$ cat src/rtl/hiram_pkg.sv
package hiram_pkg;
  localparam int NUM_TGT = 7;

  typedef enum logic [2:0] {
    T_PVRAM = 3'd0,
    T_TEXT  = 3'd1,
    T_MMIO  = 3'd2,
    T_DICT  = 3'd3,
    T_CMOS  = 3'd4,
    T_SROM  = 3'd5,
    T_RAM   = 3'd6
  } tgt_e;

  // all three flags are zero after reset
  typedef struct packed {
    logic ram_view;   // 1: C0000-EFFFF is plain RAM
    logic dict_on;    // 1: dictionary + CMOS in D segment
    logic srom_off;   // 1: F8000-FFFFF is plain RAM
  } bank_cfg_t;
endpackage

$ cat src/rtl/hiram_ctrl_regs.sv
module hiram_ctrl_regs
  import hiram_pkg::*;
#(
  parameter int DATA_W = 8
) (
  input  logic              clk,
  input  logic              rst,
  input  logic              io_sel,
  input  logic              io_wr,
  input  logic              io_rd,
  input  logic [DATA_W-1:0] io_wdata,
  output bank_cfg_t         cfg,
  output logic [DATA_W-1:0] io_rdata
);
  localparam int VIEW_BIT = 7;
  localparam int DICT_BIT = 0;
  localparam int SROM_BIT = 1;

  logic [DATA_W-1:0] rd_word;

  always_comb begin
    rd_word = '0;
    if (io_sel) begin
      rd_word[DICT_BIT] = cfg.dict_on;
      rd_word[SROM_BIT] = cfg.srom_off;
    end else begin
      rd_word[VIEW_BIT] = cfg.ram_view;
    end
  end

  always_ff @(posedge clk) begin
    if (rst) begin
      cfg      <= '0;
      io_rdata <= '0;
    end else begin
      if (io_wr) begin
        if (io_sel) begin
          cfg.dict_on  <= io_wdata[DICT_BIT];
          cfg.srom_off <= io_wdata[SROM_BIT];
        end else begin
          cfg.ram_view <= io_wdata[VIEW_BIT];
        end
      end
      if (io_rd) io_rdata <= rd_word;
    end
  end
endmodule

$ cat src/rtl/hiram_addr_decode.sv
module hiram_addr_decode
  import hiram_pkg::*;
#(
  parameter int                ADDR_W    = 20,
  parameter int                ROM_AW    = 18,
  parameter logic [ROM_AW-1:0] SROM_BASE = 18'h38000
) (
  input  logic [ADDR_W-1:0] addr,
  input  logic              rd,
  input  logic              wr,
  input  bank_cfg_t         cfg,
  output logic [NUM_TGT-1:0] sel,
  output logic [ROM_AW-1:0]  rom_addr,
  output logic               wait_vram,
  output logic [7:0]         miss_rdata
);
  localparam int SEG_LSB = ADDR_W - 4;   // 64 KiB segments
  localparam int HALF    = SEG_LSB - 1;  // 32 KiB half select

  logic [3:0]         seg;
  logic [SEG_LSB-1:0] off;
  logic               is_rd, is_wr, act, hit, in_vid;
  tgt_e               tgt;

  assign seg   = addr[ADDR_W-1:SEG_LSB];
  assign off   = addr[SEG_LSB-1:0];
  assign is_rd = rd;
  assign is_wr = wr & ~rd;
  assign act   = is_rd | is_wr;

  always_comb begin
    hit      = 1'b0;
    tgt      = T_RAM;
    rom_addr = '0;
    in_vid   = 1'b0;
    case (seg)
      4'hC: begin
        hit = 1'b1;
        if (!cfg.ram_view) begin
          in_vid = 1'b1;
          if (!off[HALF])                   tgt = T_PVRAM;
          else if (off[HALF-1:12] < 3'd3)   tgt = T_TEXT;
          else if (&off[HALF:7])            tgt = T_MMIO;
          else                              tgt = T_RAM;
        end
      end
      4'hD: begin
        if (!cfg.ram_view && cfg.dict_on) begin
          if (!off[HALF]) begin
            if (is_rd) begin
              hit      = 1'b1;
              tgt      = T_DICT;
              rom_addr = ROM_AW'(off[HALF-1:0]);
            end
          end else begin
            hit = 1'b1;
            tgt = T_CMOS;
          end
        end else begin
          hit = 1'b1;
        end
      end
      4'hE: hit = cfg.ram_view | ~cfg.dict_on;
      4'hF: begin
        hit = 1'b1;
        if (off[HALF] && !cfg.srom_off && is_rd) begin
          tgt      = T_SROM;
          rom_addr = SROM_BASE + ROM_AW'(off[HALF-1:0]);
        end
      end
      default: hit = 1'b0;
    endcase
  end

  for (genvar g = 0; g < NUM_TGT; g++) begin : g_sel
    assign sel[g] = act & hit & (tgt == tgt_e'(g));
  end

  assign wait_vram  = act & in_vid;
  assign miss_rdata = (is_rd & ~hit) ? 8'hFF : 8'h00;
endmodule

$ cat src/rtl/hiram_bank_decoder.sv
module hiram_bank_decoder
  import hiram_pkg::*;
#(
  parameter int                ADDR_W    = 20,
  parameter int                DATA_W    = 8,
  parameter int                ROM_AW    = 18,
  parameter logic [ROM_AW-1:0] SROM_BASE = 18'h38000
) (
  input  logic                clk,
  input  logic                rst,
  input  logic [ADDR_W-1:0]   bus_addr,
  input  logic                bus_rd,
  input  logic                bus_wr,
  input  logic                io_sel,
  input  logic                io_wr,
  input  logic                io_rd,
  input  logic [DATA_W-1:0]   io_wdata,
  output logic [DATA_W-1:0]   io_rdata,
  output logic [NUM_TGT-1:0]  tgt_sel,
  output logic [ROM_AW-1:0]   rom_addr,
  output logic                wait_vram,
  output logic [7:0]          miss_rdata
);
  bank_cfg_t cfg;

  hiram_ctrl_regs #(.DATA_W(DATA_W)) u_regs (
    .clk(clk), .rst(rst), .io_sel(io_sel), .io_wr(io_wr), .io_rd(io_rd),
    .io_wdata(io_wdata), .cfg(cfg), .io_rdata(io_rdata)
  );

  hiram_addr_decode #(.ADDR_W(ADDR_W), .ROM_AW(ROM_AW), .SROM_BASE(SROM_BASE)) u_dec (
    .addr(bus_addr), .rd(bus_rd), .wr(bus_wr), .cfg(cfg),
    .sel(tgt_sel), .rom_addr(rom_addr), .wait_vram(wait_vram),
    .miss_rdata(miss_rdata)
  );
endmodule

$ cat config.mk
export PLATFORM = sky130hd
export DESIGN_NAME = hiram_bank_decoder
export DESIGN_NICKNAME = d
export VERILOG_FILES = /design/src/rtl/hiram_pkg.sv /design/src/rtl/hiram_ctrl_regs.sv /design/src/rtl/hiram_addr_decode.sv /design/src/rtl/hiram_bank_decoder.sv
export SDC_FILE = /design/constraint.sdc
export NUM_CORES = 1
export LEC_CHECK = 0
export BUFFER_PORTS_ARGS = -buffer_cell sky130_fd_sc_hd__buf_4
export CAP_MARGIN = 0
export CELL_PAD_IN_SITES_DETAIL_PLACEMENT = 1
export CELL_PAD_IN_SITES_GLOBAL_PLACEMENT = 1
export CORE_ASPECT_RATIO = 1.2
export CORE_MARGIN = 2
export CORE_UTILIZATION = 25
export CTS_CLUSTER_SIZE = 14
export DETAILED_ROUTE_END_ITERATION = 8
export GPL_ROUTABILITY_DRIVEN = 0
export PLACE_DENSITY = 0.95
export SLEW_MARGIN = 20
export SYNTH_ARGS = -nofsm -noshare
export SYNTH_HDL_FRONTEND = slang
export SYNTH_HIERARCHICAL = 1
export SYNTH_SLANG_ARGS = --single-unit
$ cat constraint.sdc
create_clock -name clk -period 3.7 [get_ports clk]
set_input_delay 0 -clock clk [delete_from_list [all_inputs] [get_ports clk]]
set_output_delay 0 -clock clk [all_outputs]
set_load 0.02 [all_outputs]
Word level (Yosys, flattened, before mapping). Cells that the tools add are included.

Register bits: 6. Output and inout bits: 42.

Add/subtract/negate cells: 1. Magnitude comparators: 1. Eq/ne operators: 10. Muxes and demuxes: 23. Bitwise operators: 17. Reduce and logical (&&, ||, !) cells: 10.

Operator list (count): two-way mux 18 bit (3); case mux 18 bit (2 select lines) (1); two-way mux 3 bit (7); adder 16 x 16 -> 17 bit (first input constant) (1); == test 4 bit (second input constant) (4); two-way mux 15 bit (1); AND 1 bit (11); == test 3 bit (second input constant) (3); case mux 3 bit (3 select lines) (1); AND reduction 9 bit (1); two-way mux 8 bit (1); == test 3 x 2 -> 1 bit (second input constant) (2); two-way mux 1 bit (6); two-way mux 2 bit (2); NOT 1 bit (4); AND reduction 2 bit (2); == test 3 x 1 -> 1 bit (second input constant) (1); logical AND 1 bit (3); zero test 3 bit (1); < comparator 3 x 2 -> 1 bit (second input constant) (1); case mux 1 bit (3 select lines) (1); zero test 1 bit (2); bitwise OR 1 bit (2); OR reduction 2 bit (1).

Depth between registers and ports, before layout.
Word-level depth: 8. Mapped depth: 6. Depth with buffers taken out: 4.

Hierarchy. Netlist, hierarchy kept.

Modules (own cells, without submodules): hiram_addr_decode (instances 1, cells an instance 71, area an instance 501.7 um2); hiram_ctrl_regs (instances 1, cells an instance 32, area an instance 292.8 um2).

Worst setup path after synthesis. OpenSTA, ideal clock, no wires.

Path type: reg-to-output. Start: register u_regs/cfg[2] (netlist name). End: output tgt_sel[0]. Arrival: 1602 ps. Required time: 3700 ps. Slack: 2098 ps. Cell stages (with the launch flop): 5. Buffers on the path: 0. Cells stage by stage: dfxtp_1 inv_1 a41o_1 or4b_4 nor3b_2.

Longest elaborated chain between the ends: 6. Elaborated cells on any way between the ends: 11. Classes of those cells: mux (5); bitwise (3); reduce/logical (3).

Ends and longest elaborated chain: zero test 1 bit; logical AND 1 bit (RTL line hiram_addr_decode.sv:48) `if (!cfg.ram_view && cfg.dict_on) begin`; two-way mux 3 bit / two-way mux 1 bit (equally long branches) (RTL line hiram_addr_decode.sv:48); case mux 3 bit (3 select lines) / case mux 1 bit (3 select lines) (equally long branches) (RTL line hiram_addr_decode.sv:36) `case (seg)`; zero test 3 bit / AND 1 bit (equally long branches) (RTL line hiram_addr_decode.sv:76) `assign sel[g] = act & hit & (tgt == tgt_e'(g));`; AND 1 bit (*) (RTL line hiram_addr_decode.sv:76); end: declaration (RTL line hiram_bank_decoder.sv:19) `output logic [NUM_TGT-1:0] tgt_sel,`.

Mark *: on every way between the ends. The rest lies on a longest branch, timed or not.

Worst setup path after layout.
Start: register u_regs/cfg[2] (netlist name). End: output tgt_sel[0].

Longest elaborated chain between the ends: 6. Elaborated cells on any way between the ends: 11. Classes of those cells: mux (5); bitwise (3); reduce/logical (3).

Ends and longest elaborated chain (RTL line): zero test 1 bit; logical AND 1 bit (hiram_addr_decode.sv:48); two-way mux 3 bit / two-way mux 1 bit (equally long branches) (hiram_addr_decode.sv:48); case mux 3 bit (3 select lines) / case mux 1 bit (3 select lines) (equally long branches) (hiram_addr_decode.sv:36); zero test 3 bit / AND 1 bit (equally long branches) (hiram_addr_decode.sv:76); AND 1 bit (*) (hiram_addr_decode.sv:76).

Marks and branches as above.

==> summary.md <==
| Metric | Value |
|---|---|
| Cell count after synthesis | 103 |
| Via-per-instance ratio | 4.67 |
| Row count | 22 |
| Synth Flop Type | sky130_fd_sc_hd__dfxtp_1 |
| Count of inserted antenna diode cells | 0 |
| Leakage Power | 0.584 nW |
| Most frequent cells after synthesis | sky130_fd_sc_hd__and2_1 (16), sky130_fd_sc_hd__buf_4 (16), sky130_fd_sc_hd__a21oi_1 (7), sky130_fd_sc_hd__nand3_1 (7), sky130_fd_sc_hd__dfxtp_1 (6) |
| Fraction of final layout cells with drive strength greater than 1 | 0.491 |
| Total Nets Final | 196 |
| Synth top area cells | sky130_fd_sc_hd__dfxtp_1 (15%), sky130_fd_sc_hd__buf_4 (15%), sky130_fd_sc_hd__and2_1 (13%) |
| CTS tree | yes |
| Combinational family with the most area after synthesis | simple AND/OR/NAND/NOR gates |
| Fraction of synthesized cell area taken by the top area cell type | 0.151 |
| RSZ-0062 raised after global routing | false |
| Total power per unit cell area | 178 nW/um^2 |
| Horizontal extent of the die | 55.5 um |
| Post-synthesis simple-gate area fraction | 0.476 |
| Sum of negative setup slack | 0 ps |
| Final antenna-violating net count | 0 |
| DRC violation count after routing | 0 |
| Number of CTS-inserted buffers | 3 |
| CTS resizes | 0 |
| Initial cell density of the core | 0.260 |
| Vias in the first global route | 841 |
| Standard cell core area | 3060 um^2 |
| Detailed-route wire length | 2410 um |
| Post-route core utilization | 0.408 |
| Maximum number of pins on one net before global-route repair | 17 |
| Startpoint kind of the worst setup timing path | flip-flop |
| Detailed placement HPWL | 1990 um |
| Xor/xnor cell area share of the yosys netlist | 0 |
| CP delay by family, top | simple AND/OR/NAND/NOR gates |
| Achievable Freq | 0.494 GHz |
| Netlist cell types | 35 |
| Fin. Hold Viols | 0 |
| Count of filler cells inserted in the layout | 387 |
| Final setup violation count | 0 |
| Final Skew | 2.75 ps |
| Top-level I/O count | 77 |
| Post-route clock period utilization | 0.547 |
| Clock tree root buffer cell | sky130_fd_sc_hd__clkbuf_4 |
| Sink Count | 6 |
| Max rail drop VDD | 0.111 mV |
| Residual overflow from global routing | 0 |
| Iteration count of the initial detailed-routing pass | 4 |
| Syn Std Cell Area | 795 um^2 |
| Post-Synth Adder-Cell Area | 0 |
| Multiplexer fraction of the synthesized cell area | 0 |
| Final critical-path required period | 2030 ps |
| Die Y | 65.8 um |
| Worst EP required | 3700 ps |
| Post-synth top area cell | sky130_fd_sc_hd__dfxtp_1 |
| Area delta synth->final | 56.9% |
| Antenna violations before repair | 0 |
| Outcome | complete, no violations |
| Final-layout worst hold slack | 21.9 ps |
| Slowest stage delay, CP | 580 ps |
| Capturing element type of the critical path | output pin |
| Clock tree buffer depth | 2 |
| Global-route wire length before repair | 3860 um |
| Synthesis-stage register bit count | 6 |
| Crit path arrival time | 2030 ps |
| Number of maximum-capacitance violations | 0 |
| Detailed-route wire length per cell | 12.4 um |
| Hold Crit Class | input port to flip-flop |
| Die outline area | 3650 um^2 |
| Number of warnings printed during yosys synthesis | 6 |
| Synthesized-area fraction occupied by ao, oa, aoi and oai cells | 0.183 |
| Async SR Flop Fraction | 0 |
| CP Class | flip-flop to output pin |
| Total GRT Usage | 0.130 |
| Most used cell, CP | sky130_fd_sc_hd__or4b_4 |
| Number of port buffers | 66 |
| Fin. max-slew vios | 0 |
| Bufs and invs on worst path | 1 |
| Critical path cell sequence | or4b_4 -> a21oi_4 -> or4b_4 -> nor3b_2 -> buf_4 |
| Vias post-DR | 911 |
| Slowest library cell on the worst path | sky130_fd_sc_hd__or4b_4 |
| Iteration-0 DRC Markers | 11 |
| Number of H-tree levels | 1 |
| Clock transition at path regs | 40 ps |
| Count of flip-flops with a built-in enable after synthesis | 0 |
| Avg Synthesized Cell Area | 7.71 um^2 |
| Worst-Skew Late Latency | 250 ps |
| Crit Path Max Fanout | 16 |
| Seq/Total Area, Yosys | 0.151 |
## what timing repair did
action,4_1_cts,5_1_grt
hold buffers,1,0
hold endpoints to repair,5,0
endpoints found under the setup margin,0,0
buffers inserted,0,0
## cell usage in the layout (no fill, tap or decap)
| cell type | count |
|---|---|
| sky130_fd_sc_hd__nor2b_1 | 3 |
| sky130_fd_sc_hd__nor4b_1 | 1 |
| sky130_fd_sc_hd__nand3_1 | 7 |
| sky130_fd_sc_hd__nand4b_1 | 1 |
| sky130_fd_sc_hd__dlygate4sd3_1 | 1 |
| sky130_fd_sc_hd__a31oi_1 | 1 |
| sky130_fd_sc_hd__buf_4 | 66 |
| sky130_fd_sc_hd__a211o_1 | 1 |
| sky130_fd_sc_hd__nand4_1 | 3 |
| sky130_fd_sc_hd__a221oi_2 | 1 |
| sky130_fd_sc_hd__nand3b_1 | 2 |
| sky130_fd_sc_hd__nand4bb_1 | 2 |
| sky130_fd_sc_hd__nand2b_1 | 4 |
| sky130_fd_sc_hd__nor3_2 | 1 |
| sky130_fd_sc_hd__and2_1 | 16 |
| sky130_fd_sc_hd__nor4_1 | 1 |
| sky130_fd_sc_hd__conb_1 | 5 |
| sky130_fd_sc_hd__nand2_1 | 3 |
| sky130_fd_sc_hd__a21oi_1 | 7 |
| sky130_fd_sc_hd__a211oi_1 | 1 |
| sky130_fd_sc_hd__a21oi_4 | 1 |
| sky130_fd_sc_hd__dfxtp_1 | 6 |
| sky130_fd_sc_hd__a41o_1 | 1 |
| sky130_fd_sc_hd__o21ai_0 | 1 |
| sky130_fd_sc_hd__clkbuf_4 | 3 |
| sky130_fd_sc_hd__nor3b_2 | 3 |
| sky130_fd_sc_hd__inv_1 | 3 |
| sky130_fd_sc_hd__o21ai_1 | 1 |
| sky130_fd_sc_hd__o31a_1 | 1 |
| sky130_fd_sc_hd__a21o_1 | 1 |
| sky130_fd_sc_hd__nor2_1 | 3 |
| sky130_fd_sc_hd__a21bo_1 | 2 |
| sky130_fd_sc_hd__nor3_1 | 3 |
| sky130_fd_sc_hd__nor2_2 | 1 |
| sky130_fd_sc_hd__or4b_4 | 2 |
## worst reg2reg max path, delay by kind of cell (launching register included)
kind / cells / cell delay (ps)
AND/OR/NAND/NOR: 1 / 100
AO/OA/AOI/OAI: 1 / 160
flip-flops: 1 / 520
## cell families (layout without fill, tap and decap cells)
kind of cell	after synthesis	count (layout)
and+or+nand+nor	56	56
DFF	6	6
AOI/OAI and AO/OA	19	19
other	1	5
buffers and inverters	21	73
## state kept, by name, indices dropped and copies added (netlist names)
name / flops
u_regs/cfg: 3
u_regs/io_rdata: 3
## layout make-up
type / count / area [um^2] / share of cell area
multi-input cells: 80 / 542 / 0.435
repair buffers: 67 / 505 / 0.406
flip-flops and latches: 6 / 120 / 0.0964
well taps: 36 / 45.0 / 0.0361
clock buffers: 3 / 22.5 / 0.0181
inverters: 3 / 11.3 / 0.00904
## stage by stage
stage | area [um^2] | power [mW] | worst slack (ps) | std cells
finish | 1250 | 0.222 | 1670 | 195
CTS | 1250 | 0.225 | 1620 | 195
global placement | 1210 | 0.160 | 1940 | 191
detailed placement | 1210 | 0.162 | 1890 | 191
floorplan | 810 | 0.127 | 2100 | 107
global route | 1250 | 0.233 | 1550 | 195
## power breakdown
| group | total, mW | switching (mW) | leakage (nW) | internal [mW] |
|---|---|---|---|---|
| clock | 0.0605 | 0.0238 | 0.0138 | 0.0367 |
| combinational | 0.0914 | 0.0471 | 0.521 | 0.0443 |
| sequential | 0.0697 | 0.00281 | 0.0488 | 0.0669 |
## final timing paths
check	from	endpoint	slack (ps)	cells after the start
setup reg to reg	u_regs/cfg[2]	u_regs/cfg[2]	2840	2
hold / removal	io_wdata[1]	u_regs/cfg[0]	20	3
setup / recovery	u_regs/cfg[2]	tgt_sel[0]	1670	5
hold reg to reg	u_regs/io_rdata[7]	u_regs/io_rdata[7]	470	2
## per-layer routing
layer,global-route usage,part of all wire
met5,0,0
met4,0.0366,0.0070
met3,0.0217,0.080
met2,0.254,0.53
met1,0.141,0.39
Note: power is estimated with default switching activity, not from simulation.
